--- src/rtl/regwin_pkg.sv ---
package regwin_pkg;
  localparam int IDX_W    = 6;
  localparam int BYTE_W   = 8;
  localparam int BUSY_POS = 7;
  localparam int MODE_POS = 6;

  // Assemble the control register read value.
  function automatic logic [BYTE_W-1:0] pack_ctrl(input logic busy,
                                                  input logic mode,
                                                  input logic [IDX_W-1:0] idx);
    return {busy, mode, idx};
  endfunction

  // True when a control write asks for a fetch.
  function automatic logic wants_fetch(input logic [BYTE_W-1:0] wd);
    return wd[BUSY_POS];
  endfunction
endpackage

--- src/rtl/regwin_decode.sv ---
module regwin_decode #(
  parameter int          HADDR_W   = 8,
  parameter logic [7:0]  CTRL_ADDR = 8'h96,
  parameter logic [7:0]  DATA_ADDR = 8'h97
) (
  input  logic [HADDR_W-1:0] addr,
  input  logic               wr,
  input  logic               rd,
  output logic               ctrl_hit,
  output logic               ctrl_wr,
  output logic               data_hit,
  output logic               data_wr,
  output logic               data_rd
);
  always_comb begin
    ctrl_hit = (addr == HADDR_W'(CTRL_ADDR));
    data_hit = (addr == HADDR_W'(DATA_ADDR));
    ctrl_wr  = ctrl_hit && wr;
    data_wr  = data_hit && wr;
    data_rd  = data_hit && rd;
  end
endmodule

--- src/rtl/regwin_ctrl.sv ---
module regwin_ctrl
  import regwin_pkg::*;
(
  input  logic              clk,
  input  logic              rst_n,
  input  logic              ctrl_wr,
  input  logic [BYTE_W-1:0] wdata,
  output logic [IDX_W-1:0]  idx,
  output logic              mode
);
  always_ff @(posedge clk) begin
    if (!rst_n) begin
      idx  <= '0;
      mode <= 1'b0;
    end else if (ctrl_wr) begin
      idx  <= wdata[IDX_W-1:0];
      mode <= wdata[MODE_POS];
    end
  end
endmodule

--- src/rtl/regwin_fetch.sv ---
module regwin_fetch
  import regwin_pkg::*;
(
  input  logic              clk,
  input  logic              rst_n,
  input  logic              launch,
  input  logic [IDX_W-1:0]  launch_idx,
  input  logic              ack,
  input  logic [BYTE_W-1:0] rdata,
  output logic              busy,
  output logic              req,
  output logic [IDX_W-1:0]  raddr,
  output logic [BYTE_W-1:0] data_q
);
  always_ff @(posedge clk) begin
    if (!rst_n) begin
      busy   <= 1'b0;
      req    <= 1'b0;
      raddr  <= '0;
      data_q <= '0;
    end else begin
      req <= launch;
      if (launch) begin
        busy  <= 1'b1;
        raddr <= launch_idx;
      end else if (busy && ack) begin
        busy   <= 1'b0;
        data_q <= rdata;
      end
    end
  end
endmodule

--- src/rtl/regwin_wpath.sv ---
module regwin_wpath
  import regwin_pkg::*;
(
  input  logic              clk,
  input  logic              rst_n,
  input  logic              data_wr,
  input  logic [IDX_W-1:0]  idx,
  input  logic [BYTE_W-1:0] wdata,
  output logic              wr,
  output logic [IDX_W-1:0]  waddr,
  output logic [BYTE_W-1:0] wdata_q
);
  always_ff @(posedge clk) begin
    if (!rst_n) begin
      wr      <= 1'b0;
      waddr   <= '0;
      wdata_q <= '0;
    end else begin
      wr <= data_wr;
      if (data_wr) begin
        waddr   <= idx;
        wdata_q <= wdata;
      end
    end
  end
endmodule

--- src/rtl/regwin_bridge.sv ---
module regwin_bridge
  import regwin_pkg::*;
#(
  parameter int         HADDR_W   = 8,
  parameter logic [7:0] CTRL_ADDR = 8'h96,
  parameter logic [7:0] DATA_ADDR = 8'h97
) (
  input  logic               clk,
  input  logic               rst_n,
  input  logic [HADDR_W-1:0] host_addr,
  input  logic               host_wr,
  input  logic               host_rd,
  input  logic [7:0]         host_wdata,
  output logic [7:0]         host_rdata,
  output logic               core_wr,
  output logic [5:0]         core_waddr,
  output logic [7:0]         core_wdata,
  output logic               core_rd_req,
  output logic [5:0]         core_raddr,
  input  logic               core_rd_ack,
  input  logic [7:0]         core_rdata
);
  // Named internal events, visible to the bound checker.
  logic              ctrl_hit_w, data_hit_w;
  logic              ctrl_wr_w, data_wr_w, data_rd_w;
  logic [IDX_W-1:0]  idx_w;
  logic              mode_w;
  logic              busy_w;
  logic [BYTE_W-1:0] data_q_w;
  logic              start_req_w;
  logic              launch_w;
  logic [IDX_W-1:0]  launch_idx_w;

  regwin_decode #(
    .HADDR_W(HADDR_W), .CTRL_ADDR(CTRL_ADDR), .DATA_ADDR(DATA_ADDR)
  ) u_decode (
    .addr(host_addr), .wr(host_wr), .rd(host_rd),
    .ctrl_hit(ctrl_hit_w), .ctrl_wr(ctrl_wr_w),
    .data_hit(data_hit_w), .data_wr(data_wr_w), .data_rd(data_rd_w)
  );

  regwin_ctrl u_ctrl (
    .clk(clk), .rst_n(rst_n), .ctrl_wr(ctrl_wr_w), .wdata(host_wdata),
    .idx(idx_w), .mode(mode_w)
  );

  // A start comes from a busy write or a stream-mode data read; busy blocks both.
  assign start_req_w  = (ctrl_wr_w && wants_fetch(host_wdata)) || (data_rd_w && mode_w);
  assign launch_w     = start_req_w && !busy_w;
  assign launch_idx_w = ctrl_wr_w ? host_wdata[IDX_W-1:0] : idx_w;

  regwin_fetch u_fetch (
    .clk(clk), .rst_n(rst_n), .launch(launch_w), .launch_idx(launch_idx_w),
    .ack(core_rd_ack), .rdata(core_rdata),
    .busy(busy_w), .req(core_rd_req), .raddr(core_raddr), .data_q(data_q_w)
  );

  regwin_wpath u_wpath (
    .clk(clk), .rst_n(rst_n), .data_wr(data_wr_w), .idx(idx_w), .wdata(host_wdata),
    .wr(core_wr), .waddr(core_waddr), .wdata_q(core_wdata)
  );

  always_comb begin
    if (ctrl_hit_w)      host_rdata = pack_ctrl(busy_w, mode_w, idx_w);
    else if (data_hit_w) host_rdata = data_q_w;
    else                 host_rdata = '0;
  end
endmodule

--- config.mk ---
export PLATFORM = sky130hd
export DESIGN_NAME = regwin_bridge
export DESIGN_NICKNAME = d
export VERILOG_FILES = /design/src/rtl/regwin_pkg.sv /design/src/rtl/regwin_decode.sv /design/src/rtl/regwin_ctrl.sv /design/src/rtl/regwin_fetch.sv /design/src/rtl/regwin_wpath.sv /design/src/rtl/regwin_bridge.sv
export SDC_FILE = /design/constraint.sdc
export NUM_CORES = 1
export LEC_CHECK = 0
export ABC_AREA = 1
export BUFFER_PORTS_ARGS = -buffer_cell sky130_fd_sc_hd__buf_2
export CAP_MARGIN = 0
export CELL_PAD_IN_SITES_DETAIL_PLACEMENT = 0
export CELL_PAD_IN_SITES_GLOBAL_PLACEMENT = 1
export CORE_MARGIN = 1.5
export CORE_UTILIZATION = 38
export CTS_BUF_LIST = sky130_fd_sc_hd__clkbuf_2
export DETAILED_ROUTE_END_ITERATION = 6
export GPL_ROUTABILITY_DRIVEN = 0
export GPL_TIMING_DRIVEN = 0
export PLACE_DENSITY_LB_ADDON = 0.05
export REMOVE_ABC_BUFFERS = 1
export SLEW_MARGIN = 10
export SYNTH_ARGS = -nofsm -noshare
export SYNTH_HDL_FRONTEND = slang
export SYNTH_HIERARCHICAL = 1
export SYNTH_SLANG_ARGS = --single-unit
--- constraint.sdc ---
create_clock -name clk -period 4.6 [get_ports clk]
set_input_delay 0 -clock clk [delete_from_list [all_inputs] [get_ports clk]]
set_output_delay 0 -clock clk [all_outputs]
set_load 0.005 [all_outputs]
==> impl_metrics.py, run 1 <==
metrics = {
    "cts": {
        "cts_sinks": 38,
        "root_cell_of_the_clock_tree": "sky130_fd_sc_hd__clkbuf_2",
        "cts_max_path_buffers": 2,
        "h_tree_level_count": 2,
        "insertion_delay_ps": 400,
        "post_cts.resized_instances": 0,
        "cts_tree": "yes",
        "clk_slew_on_worst_s_h_paths_ps": 190,
        "cts_buffers": 5,
        "buffers_inserted_during_post_cts_setup_optimization": 0,
    },
    "finish": {
        "fin_nets": 389,
        "num_antenna_cells": 0,
        "final_layout_size_suffix_gt1_share_pct": 21.9,
        "areaGrowthSynthToFinish_pct": 28.4,
        "final_design_area_no_fill_um2": 2320,
        "finish.utilization_pct": 51.8,
    },
    "worst_setup_path": {
        "delay_heaviest_family_cp": "compound AO/OA/AOI/OAI gates",
        "critical_path.slowest_cell": "sky130_fd_sc_hd__a21oi_1",
        "r2r-start": "u_ctrl/mode$_SDFFE_PN0P_",
        "ff2ff_path_depth": 7,
        "crit_required_ps": 4910,
        "timing.critical_path.slowest_cell_delay_ps": 540,
        "end_kind": "flop",
        "timing.rr.end": "u_fetch/data_q[0]$_SDFFE_PN0P_",
        "critical_path_buf_inv_count": 1,
        "crit_type": "reg2reg",
        "timing.reg2reg.setup_slack_ps": 2840,
        "timing.critical_path.fanout_max": 16,
        "critPathArrivalTime_ps": 2060,
        "critical_path.most_common_cell": "sky130_fd_sc_hd__nand2_1",
        "launching_element_type_of_the_critical_path": "flop",
        "worstPathCellList": "nand2_1 -> a21oi_1 -> inv_2 -> nand3_4 -> nand2_1 -> nand2_1 -> nor2_1",
    },
    "synthesis": {
        "netlist.area_leader.share_pct": 42.1,
        "ys_warn_count": 6,
        "cells_after_synthesis": 286,
        "ys_seq_elements": 38,
        "yosys.area.top_type": "sky130_fd_sc_hd__dfxtp_1",
        "postSynthAreaPerCell_um2": 6.32,
        "synth_top_cells_by_area": "sky130_fd_sc_hd__dfxtp_1 42%, sky130_fd_sc_hd__nand2_1 19%, sky130_fd_sc_hd__nor2_1 16%",
        "synth_cell_area_um2": 1810,
        "yosysSeqAreaShare_pct": 42.1,
        "synth.lib_cells_used.distinct": 15,
    },
    "worst_hold_path": {
        "timing.hold.worst_endpoint": "u_ctrl/mode$_SDFFE_PN0P_",
        "min_path_cells": 5,
        "timing.hold.worst.start": "host_wr",
        "worstHoldPathType": "in2reg",
    },
    "routing": {
        "post-route-drc-count": 0,
        "route.antenna.remaining_nets": 0,
        "detailed_route_vias_per_instance": 4.26,
        "detailed_routing_iterations_pass_1": 4,
        "wire_per_inst_um": 9.78,
        "vias": 1760,
        "drtIter0Drc": 52,
        "wl_mm": 4.04,
    },
    "pwr": {
        "irDropWorstVdd_mv": 0.0953,
        "cellPowerDensity_nw_per_um2": 225,
        "power.static_leakage_nw": 1.27,
    },
    "timing": {
        "rsz0062_at_grt": "false",
        "report.final.setup_viol": 0,
        "final.hold.worst_slack_ps": 58.6,
        "fin_skew_ps": 22.8,
        "slew_violations": 0,
        "final_period_minus_worst_setup_slack_ps": 1760,
        "max_slew.worst_pin.slew_ps": 696,
        "final_min_period_over_clock_period_pct": 38.2,
        "hold_viol": 0,
        "maxClockFrequency_ghz": 0.570,
        "fin_tns_setup_ps": 0,
        "timing.slew.headroom_pct": 53.6,
    },
    "flow_run": {
        "maxCapViolations": 0,
    },
    "global_route": {
        "first_global_vias": 1526,
        "grt_start_max_net_pins": 39,
        "grt_use_total_pct": 16.7,
        "grt_overflow_total": 0,
        "antenna_found_initial": 0,
        "grt_pass1_wl_mm": 6.80,
    },
    "die": {
        "core_region_area_um2": 4470,
        "floorplan.initialDensity_pct": 40.4,
        "dieHeight_um": 72.0,
        "die_area_um2": 5180,
        "top_level_ports": 59,
        "die_width_um": 72.0,
        "placementRows": 24,
    },
    "placed_design": {
        "dp.final_hpwl_mm": 2.63,
        "placed_area_um2": 2110,
        "numPortBuffers": 58,
    },
    "run_status": {
        "status": "complete, no violations",
    },
}
[cell families (layout without fill, tap and decap cells)]
logic type      after synthesis  count (layout)  synth area share [%]
buf+inv                      57             132                  14.7
simple gates                177             177                  38.5
compound gates               14              14                  4.71
flops                        38              38                  42.1
[Yosys cell counts]
library cell	n
sky130_fd_sc_hd__nand2_1	90
sky130_fd_sc_hd__nor2_1	75
sky130_fd_sc_hd__inv_2	2
sky130_fd_sc_hd__o21ai_2	4
sky130_fd_sc_hd__o21ai_0	9
sky130_fd_sc_hd__nor2_2	1
sky130_fd_sc_hd__inv_1	45
sky130_fd_sc_hd__buf_4	3
sky130_fd_sc_hd__nand2_2	2
sky130_fd_sc_hd__buf_6	5
sky130_fd_sc_hd__nand3_1	8
sky130_fd_sc_hd__buf_2	2
sky130_fd_sc_hd__a21oi_1	1
sky130_fd_sc_hd__dfxtp_1	38
sky130_fd_sc_hd__nand3_4	1
[layout make-up]
type | instances | area, µm²
repair buffers | 77 | 490
well taps | 52 | 65.1
inverters | 47 | 176
clock buffers | 5 | 25.0
flip-flops and latches | 38 | 761
fillers | 494 | 2150
clock inverters | 3 | 16.3
multi-input cells | 191 | 786
[registers in the layout, indices dropped and copies added, names as in the netlist]
register         flops
u_ctrl/idx           6
u_fetch/raddr        6
u_fetch/busy         1
u_ctrl/mode          1
u_fetch/req          1
u_wpath/wr           1
u_wpath/waddr        6
u_wpath/wdata_q      8
u_fetch/data_q       8
[worst register-to-register path, delay by kind of cell, from the launching register on]
kind / cells / cell delay, ps
flip-flops: 1 / 410
AO/OA/AOI/OAI: 1 / 540
AND/OR/NAND/NOR: 5 / 500
buffers and inverters: 1 / 220
[power by group]
group / total [mW] / internal, mW / switching [mW]
Sequential: 0.331 / 0.330 / 0.000323
Combinational: 0.0418 / 0.0230 / 0.0188
Clock: 0.150 / 0.0346 / 0.115
Total: 0.522 / 0.388 / 0.134
[how the worst max path moves through the flow]
stage | start | end | depth (start not counted)
2_1_floorplan | host_addr[6] | u_fetch/data_q[0]$_SDFFE_PN0P_ | 12
3_3_place_gp | host_addr[6] | u_fetch/data_q[4]$_SDFFE_PN0P_ | 13
3_5_place_dp | host_addr[3] | u_fetch/data_q[4]$_SDFFE_PN0P_ | 13
4_1_cts | u_ctrl/mode$_SDFFE_PN0P_ | u_fetch/data_q[4]$_SDFFE_PN0P_ | 7
5_1_grt | host_addr[3] | u_fetch/data_q[0]$_SDFFE_PN0P_ | 13
6_report | u_ctrl/mode$_SDFFE_PN0P_ | u_fetch/data_q[0]$_SDFFE_PN0P_ | 7
[placed cells by master, fill, tap and decap left out, types with 3 or more instances in the layout]
master and n:
sky130_fd_sc_hd__nor2_2 3, sky130_fd_sc_hd__o21ai_2 4, sky130_fd_sc_hd__dfxtp_1 38, sky130_fd_sc_hd__nand3_1 8, sky130_fd_sc_hd__nand2_1 90, sky130_fd_sc_hd__buf_2 58, sky130_fd_sc_hd__o21ai_0 9, sky130_fd_sc_hd__clkbuf_2 5
sky130_fd_sc_hd__dlygate4sd3_1 17, sky130_fd_sc_hd__inv_1 45, sky130_fd_sc_hd__nor2_1 73
[layer usage]
layer | routed length (µm) | share of wire, % | track usage [%]
met1 | 1930 | 48 | 20.3
met2 | 1890 | 47 | 28.4
met3 | 152 | 3.8 | 4.17
met4 | 61 | 1.5 | 6.29
met5 | 0 | 0 | 0
[per-stage QoR]
stage	std cells	setup slack, ps	power (mW)
final	413	2840	0.522
after global routing	413	2630	0.548
after CTS	413	2830	0.532
after detailed placement	388	2440	0.368
after global placement	386	1420	0.368
after floorplan	276	2370	0.348
[timing repair]
item                                    in CTS  in global routing
endpoints found under the hold margin       30                  0
hold buffers                                17                  0
endpoints found under the setup margin       0                  0
No activity file was read; power rests on OpenSTA's default activity.
==> run 2, diff against run 1 <==
ABC_AREA = 0   (was 1)
CORE_UTILIZATION = 39   (was 38)
clock period = 1.8 ns   (was 4.6 ns; I/O delays follow)
==> impl_metrics.py, run 2 <==
metrics = {
    "pwr": {
        "sw_frac_of_total_pct": 25.3,
        "cellPowerDensity_nw_per_um2": 587,
        "clock_power_share_pct": 28.6,
        "power.static_leakage_nw": 0.909,
        "switchingPower_mw": 0.337,
        "seqPwrFrac_pct": 63.3,
        "irDropWorstVdd_mv": 0.290,
        "p_comb_share_pct": 8.1,
        "report.power.total_mw": 1.33,
        "power.internal_mw": 0.996,
    },
    "worst_setup_path": {
        "worst_setup_path_start": "host_addr[6]",
        "timing.critical_path.fanout_max": 9,
        "timing.critical_path.slowest_cell_delay_ps": 450,
        "delay_heaviest_family_cp": "simple AND/OR/NAND/NOR gates",
        "r2r-start": "u_ctrl/mode$_SDFFE_PN0P_",
        "critPathArrivalTime_ps": 1940,
        "crit_type": "in2reg",
        "crit_required_ps": 2080,
        "worstPathCellList": "buf_2 -> nand4bb_4 -> nor3_4 -> a22oi_1 -> nor2_4 -> and3b_1 -> mux2i_1",
        "critical_path_buf_inv_count": 1,
        "launching_element_type_of_the_critical_path": "primary input",
        "timing.reg2reg.setup_slack_ps": 180,
        "critical_path.slowest_cell": "sky130_fd_sc_hd__nor3_4",
        "end_kind": "flop",
    },
    "synthesis": {
        "synth_ff_type": "sky130_fd_sc_hd__dfxtp_1",
        "cells_after_synthesis": 163,
        "synth_top_cells_by_area": "sky130_fd_sc_hd__dfxtp_1 43%, sky130_fd_sc_hd__mux2i_1 20%, sky130_fd_sc_hd__nor2b_1 10%",
        "yosysSeqAreaShare_pct": 43.3,
        "synth.lib_cells_used.distinct": 22,
        "synth_enable_flop_cells": 0,
        "async_flop_share_pct": 0,
        "yosys.area.top_type": "sky130_fd_sc_hd__dfxtp_1",
        "netlist.area_leader.share_pct": 43.3,
        "top_cell_types_by_occurrence_after_synthesis": "38 x sky130_fd_sc_hd__dfxtp_1, 35 x sky130_fd_sc_hd__mux2i_1, 28 x sky130_fd_sc_hd__nor2b_1, 21 x sky130_fd_sc_hd__nand2_1",
        "top_count_cell_post_synth": "sky130_fd_sc_hd__dfxtp_1",
        "ys_warn_count": 6,
        "synth_cell_area_um2": 1760,
        "ys_seq_elements": 38,
        "postSynthAreaPerCell_um2": 10.8,
    },
    "finish": {
        "layout_commonest_cell": "sky130_fd_sc_hd__buf_2",
        "num_antenna_cells": 0,
        "final_design_area_no_fill_um2": 2270,
        "areaGrowthSynthToFinish_pct": 29.3,
        "final_layout_size_suffix_gt1_share_pct": 34.5,
        "top_regs": "u_fetch/data_q (8), u_wpath/wdata_q (8)",
        "fin_nets": 266,
        "finish.utilization_pct": 52.2,
        "final_instance_count_without_filler_cells": 290,
        "final_cell_mix": "58 x sky130_fd_sc_hd__buf_2, 38 x sky130_fd_sc_hd__dfxtp_1, 35 x sky130_fd_sc_hd__mux2i_1",
    },
    "timing": {
        "final.hold.worst_slack_ps": 153,
        "report.final.setup_viol": 0,
        "worst_slack_ps": 144,
        "rsz0062_at_grt": "false",
        "fin_tns_setup_ps": 0,
        "final_min_period_over_clock_period_pct": 92.0,
        "fin_skew_ps": 11.8,
        "maxClockFrequency_ghz": 0.604,
        "final_period_minus_worst_setup_slack_ps": 1660,
        "timing.slew.headroom_pct": 39.5,
        "max_slew.worst_pin.slew_ps": 902,
        "hold_viol": 0,
        "slew_violations": 0,
    },
    "placed_design": {
        "detailedPlace.worstSlack_ps": -937,
        "numPlacedInstances": 265,
        "numPortBuffers": 58,
        "dp.final_hpwl_mm": 2.66,
        "placed_area_um2": 2050,
    },
    "global_route": {
        "antenna_found_initial": 0,
        "grt_pass1_wl_mm": 6.25,
        "grt_start_max_net_pins": 47,
        "first_global_vias": 1368,
        "grt_overflow_total": 0,
        "grt_use_total_pct": 16.1,
    },
    "routing": {
        "wire_per_inst_um": 13.0,
        "detailed_route_vias_per_instance": 4.77,
        "detailed_routing_iterations_pass_1": 4,
        "post-route-drc-count": 0,
        "wl_mm": 3.76,
        "route.antenna.remaining_nets": 0,
        "vias": 1383,
        "drtIter0Drc": 37,
    },
    "worst_hold_path": {
        "worstHoldPathType": "in2reg",
        "timing.hold.worst.start": "rst_n",
    },
    "cts": {
        "cts_max_path_buffers": 2,
        "cts_buffers": 5,
        "insertion_delay_ps": 390,
        "cts_sinks": 38,
        "root_cell_of_the_clock_tree": "sky130_fd_sc_hd__clkbuf_2",
        "buffers_inserted_during_post_cts_setup_optimization": 0,
        "h_tree_level_count": 2,
        "cts_tree": "yes",
        "clk_slew_on_worst_s_h_paths_ps": 190,
    },
    "die": {
        "top_level_ports": 59,
        "core_region_area_um2": 4350,
        "floorplan.initialDensity_pct": 40.3,
        "dieHeight_um": 70.1,
        "die_area_um2": 4920,
        "die_width_um": 70.1,
        "placementRows": 24,
    },
    "run_status": {
        "status": "complete, no violations",
    },
    "flow_run": {
        "maxCapViolations": 0,
    },
}
## run 2: kinds of logic after synthesis
kind of cell | after synthesis | share of synthesized area, %
compound gates | 10 | 4.42
simple gates | 63 | 21.4
buf+inv | 11 | 5.84
mux | 41 | 25.1
flops | 38 | 43.3
## run 2: path summary, 6_finish.rpt
kind,end,depth (start not counted)
max reg2reg,u_fetch/data_q[6]$_SDFFE_PN0P_,4
min,u_fetch/busy$_SDFFE_PN0P_,2
min reg2reg,u_fetch/data_q[4]$_SDFFE_PN0P_,2
max,u_fetch/data_q[6]$_SDFFE_PN0P_,7
## run 2: timing repair
action	in CTS	in global routing
resized for setup	3	0
endpoints found under the setup margin	16	0
hold buffers	17	0
hold endpoints to repair	28	0
## run 2: worst reg2reg max path, delay by kind of cell (launching register included)
| kind | cells | cell delay [ps] |
|---|---|---|
| AND/OR/NAND/NOR | 2 | 690 |
| flip-flops | 1 | 370 |
| AO/OA/AOI/OAI | 1 | 270 |
| multiplexers | 1 | 240 |
## run 2: area by class of cell
type	count	area, µm²
Fill cell	414	2080
Inverter	1	3.75
Sequential cell	38	761
Tap cell	52	65.1
Clock inverter	3	16.3
Multi-Input combinational cell	114	922
Timing Repair Buffer	77	479
Clock buffer	5	25.0
## run 2: power groups by stage
stage	clock [mW]	sequential (mW)	combinational, mW
after floorplan	0	0.860	0.0251
after global placement	0	0.860	0.0734
after detailed placement	0	0.860	0.0790
after CTS	0.407	0.844	0.109
after global routing	0.446	0.845	0.118
final	0.382	0.844	0.108
## run 2: routing by layer
| layer | global-route usage (%) | wire [µm] | part of all wire [%] |
|---|---|---|---|
| met5 | 0 | 0 | 0 |
| met4 | 5.98 | 50 | 1.3 |
| met3 | 4.76 | 161 | 4.3 |
| met2 | 28.9 | 1890 | 50 |
| met1 | 17.8 | 1660 | 44 |
==> run 3, diff against run 2 <==
BUFFER_PORTS_ARGS = not set   (was -buffer_cell sky130_fd_sc_hd__buf_2)
CORE_UTILIZATION = 48   (was 39)
DONT_BUFFER_PORTS = 1   (was not set)
SYNTH_HIERARCHICAL = not set   (was 1)
==> impl_metrics.py, run 3 <==
metrics = {
    "finish": {
        "layout_commonest_cell": "sky130_fd_sc_hd__dfxtp_1",
        "final_instance_count_without_filler_cells": 229,
        "fin_nets": 213,
        "areaGrowthSynthToFinish_pct": 20.7,
        "final_layout_size_suffix_gt1_share_pct": 12.4,
        "final.fill_count": 282,
        "top_regs": "u_fetch.data_q (8), u_wpath.wdata_q (8)",
        "num_antenna_cells": 0,
        "final_cell_mix": "38 x sky130_fd_sc_hd__dfxtp_1, 34 x sky130_fd_sc_hd__nor2_1, 29 x sky130_fd_sc_hd__mux2i_1",
    },
    "global_route": {
        "grt_overflow_total": 0,
        "grt_use_total_pct": 21.3,
        "grt_pass1_wl_mm": 5.63,
        "antenna_found_initial": 0,
        "first_global_vias": 1225,
        "grt_start_max_net_pins": 38,
    },
    "synthesis": {
        "synth_enable_flop_cells": 0,
        "ys_warn_count": 0,
        "netlist.area_leader.share_pct": 47.3,
        "cells_after_synthesis": 158,
        "synth.lib_cells_used.distinct": 21,
        "yosys.area.top_type": "sky130_fd_sc_hd__dfxtp_1",
        "synth_cell_area_um2": 1610,
        "async_flop_share_pct": 0,
        "yosysSeqAreaShare_pct": 47.3,
        "top_count_cell_post_synth": "sky130_fd_sc_hd__dfxtp_1",
        "synth_ff_type": "sky130_fd_sc_hd__dfxtp_1",
        "top_cell_types_by_occurrence_after_synthesis": "38 x sky130_fd_sc_hd__dfxtp_1, 34 x sky130_fd_sc_hd__nor2_1, 29 x sky130_fd_sc_hd__mux2i_1, 10 x sky130_fd_sc_hd__nand2_1",
        "ys_seq_elements": 38,
        "synth_top_cells_by_area": "sky130_fd_sc_hd__dfxtp_1 47%, sky130_fd_sc_hd__mux2i_1 18%, sky130_fd_sc_hd__nor2_1 7.9%",
        "postSynthAreaPerCell_um2": 10.2,
    },
    "pwr": {
        "sw_frac_of_total_pct": 23.7,
        "seqPwrFrac_pct": 66.0,
        "clock_power_share_pct": 28.2,
        "irDropWorstVdd_mv": 0.485,
        "power.internal_mw": 0.975,
        "p_comb_share_pct": 5.8,
        "cellPowerDensity_nw_per_um2": 658,
        "switchingPower_mw": 0.303,
        "power.static_leakage_nw": 0.632,
    },
    "worst_hold_path": {
        "min_path_cells": 3,
        "worstHoldPathType": "in2reg",
        "timing.hold.worst.start": "host_addr[0]",
        "timing.hold.worst_endpoint": "u_ctrl.mode$_SDFFE_PN0P_",
    },
    "placed_design": {
        "numPlacedInstances": 192,
        "numPortBuffers": 0,
        "dp.final_hpwl_mm": 2.13,
        "detailedPlace.worstSlack_ps": -190,
    },
    "die": {
        "die_area_um2": 3710,
        "dieHeight_um": 60.9,
        "core_region_area_um2": 3130,
        "floorplan.initialDensity_pct": 51.4,
        "placementRows": 20,
        "top_level_ports": 59,
        "die_width_um": 60.9,
    },
    "timing": {
        "final_period_minus_worst_setup_slack_ps": 1580,
        "rsz0062_at_grt": "false",
        "fin_skew_ps": 6.43,
        "hold_viol": 1,
        "slew_violations": 0,
        "report.final.setup_viol": 0,
        "final.hold.worst_slack_ps": -20.7,
        "maxClockFrequency_ghz": 0.634,
        "max_slew.worst_pin.slew_ps": 1270,
        "final_min_period_over_clock_period_pct": 87.6,
        "timing.slew.headroom_pct": 15.3,
        "worst_slack_ps": 224,
    },
    "worst_setup_path": {
        "timing.reg2reg.setup_slack_ps": 220,
        "crit_required_ps": 2120,
        "timing.rr.end": "u_fetch.data_q[6]$_SDFFE_PN0P_",
        "worstPathCellList": "nand3_1 -> dlygate4sd3_1 -> a21oi_1",
        "critPathArrivalTime_ps": 1890,
        "crit_type": "reg2reg",
        "end_kind": "flop",
        "critical_path.slowest_cell": "sky130_fd_sc_hd__dfxtp_1",
        "ff2ff_path_depth": 3,
        "timing.critical_path.slowest_cell_delay_ps": 650,
        "launching_element_type_of_the_critical_path": "flop",
        "timing.critical_path.fanout_max": 12,
        "r2r-start": "u_fetch.busy$_SDFFE_PN0P_",
    },
    "routing": {
        "vias": 1217,
        "detailed_routing_iterations_pass_1": 4,
        "wl_mm": 3.49,
        "detailed_route_vias_per_instance": 5.31,
        "post-route-drc-count": 0,
        "route.antenna.remaining_nets": 0,
        "wire_per_inst_um": 15.3,
        "drtIter0Drc": 40,
    },
    "cts": {
        "insertion_delay_ps": 380,
        "cts_sinks": 38,
        "clk_slew_on_worst_s_h_paths_ps": 180,
        "cts_tree": "yes",
        "cts_hold_buffers": 28,
        "root_cell_of_the_clock_tree": "sky130_fd_sc_hd__clkbuf_2",
        "cts_max_path_buffers": 2,
        "h_tree_level_count": 2,
        "cts_buffers": 5,
    },
    "run_status": {
        "status": "finished with violations",
        "failed_checks": "hold timing",
    },
    "flow_run": {
        "maxCapViolations": 0,
    },
}
[run 3: per-layer routing]
layer,global-route usage (%),part of all wire [%],up-vias
met5,0,0,-
met4,7.14,1.3,0
met3,7.68,6.2,5
met2,37.5,51,34
met1,23.9,42,584
li1,-,-,594
[run 3: worst max-delay path by stage]
stage,from,end,slack (ps),cells past startpoint
after floorplan,host_addr[6],u_fetch.raddr[0]$_SDFFE_PN0P_,230,4
after global placement,host_addr[6],u_fetch.raddr[5]$_SDFFE_PN0P_,-210,4
after detailed placement,host_addr[6],u_fetch.raddr[5]$_SDFFE_PN0P_,-190,4
after CTS,host_addr[6],u_fetch.raddr[5]$_SDFFE_PN0P_,250,4
after global routing,u_fetch.busy$_SDFFE_PN0P_,u_fetch.data_q[6]$_SDFFE_PN0P_,120,3
final,u_fetch.busy$_SDFFE_PN0P_,u_fetch.data_q[6]$_SDFFE_PN0P_,220,3
[run 3: metrics by stage]
step	power (mW)	instance area [µm²]	util [%]	hold slack, ps	setup TNS, ps
floorplan	0.890	1550	-	122	0
global placement	0.895	1600	51.2	124	-2000
detailed placement	0.895	1600	51.2	127	-1780
CTS	1.30	1940	62.1	-41.6	0
global route	1.35	1940	62.1	-32.8	0
finish	1.28	1940	62.1	-20.7	0
[run 3: timing repair]
| item | 4_1_cts | 5_1_grt |
|---|---|---|
| setup endpoints to repair | 6 | 0 |
| hold endpoints to repair | 32 | 4 |
| setup buffers | 1 | 0 |
| gates resized for setup | 0 | 0 |
[run 3: worst max-delay path, delay by kind of cell, from the launching register on]
family,cells,cell delay [ps]
buffers and inverters,1,610
flip-flops,1,650
AO/OA/AOI/OAI,1,130
AND/OR/NAND/NOR,1,140
[run 3: final cells by class]
type | count | area [µm²] | area share (%)
clock buffers | 5 | 25.0 | 1.29
clock inverters | 3 | 16.3 | 0.838
inverters | 2 | 7.51 | 0.387
multi-input cells | 108 | 777 | 40.0
flip-flops and latches | 38 | 761 | 39.2
well taps | 44 | 55.1 | 2.84
repair buffers | 29 | 300 | 15.5
[run 3: power groups by stage]
stage	Combinational (mW)	Sequential (mW)	Clock, mW
after detailed placement	0.0346	0.861	0
after CTS	0.0732	0.844	0.386
final	0.0740	0.844	0.360
after global routing	0.0785	0.845	0.422
after floorplan	0.0290	0.861	0
after global placement	0.0338	0.861	0
[run 3: cell families after synthesis]
| kind of cell | share of synthesized area, % |
|---|---|
| muxes | 18.0 |
| buffers and inverters | 4.43 |
| DFF | 47.3 |
| and+or+nand+nor | 21.1 |
| AOI/OAI and AO/OA | 9.18 |
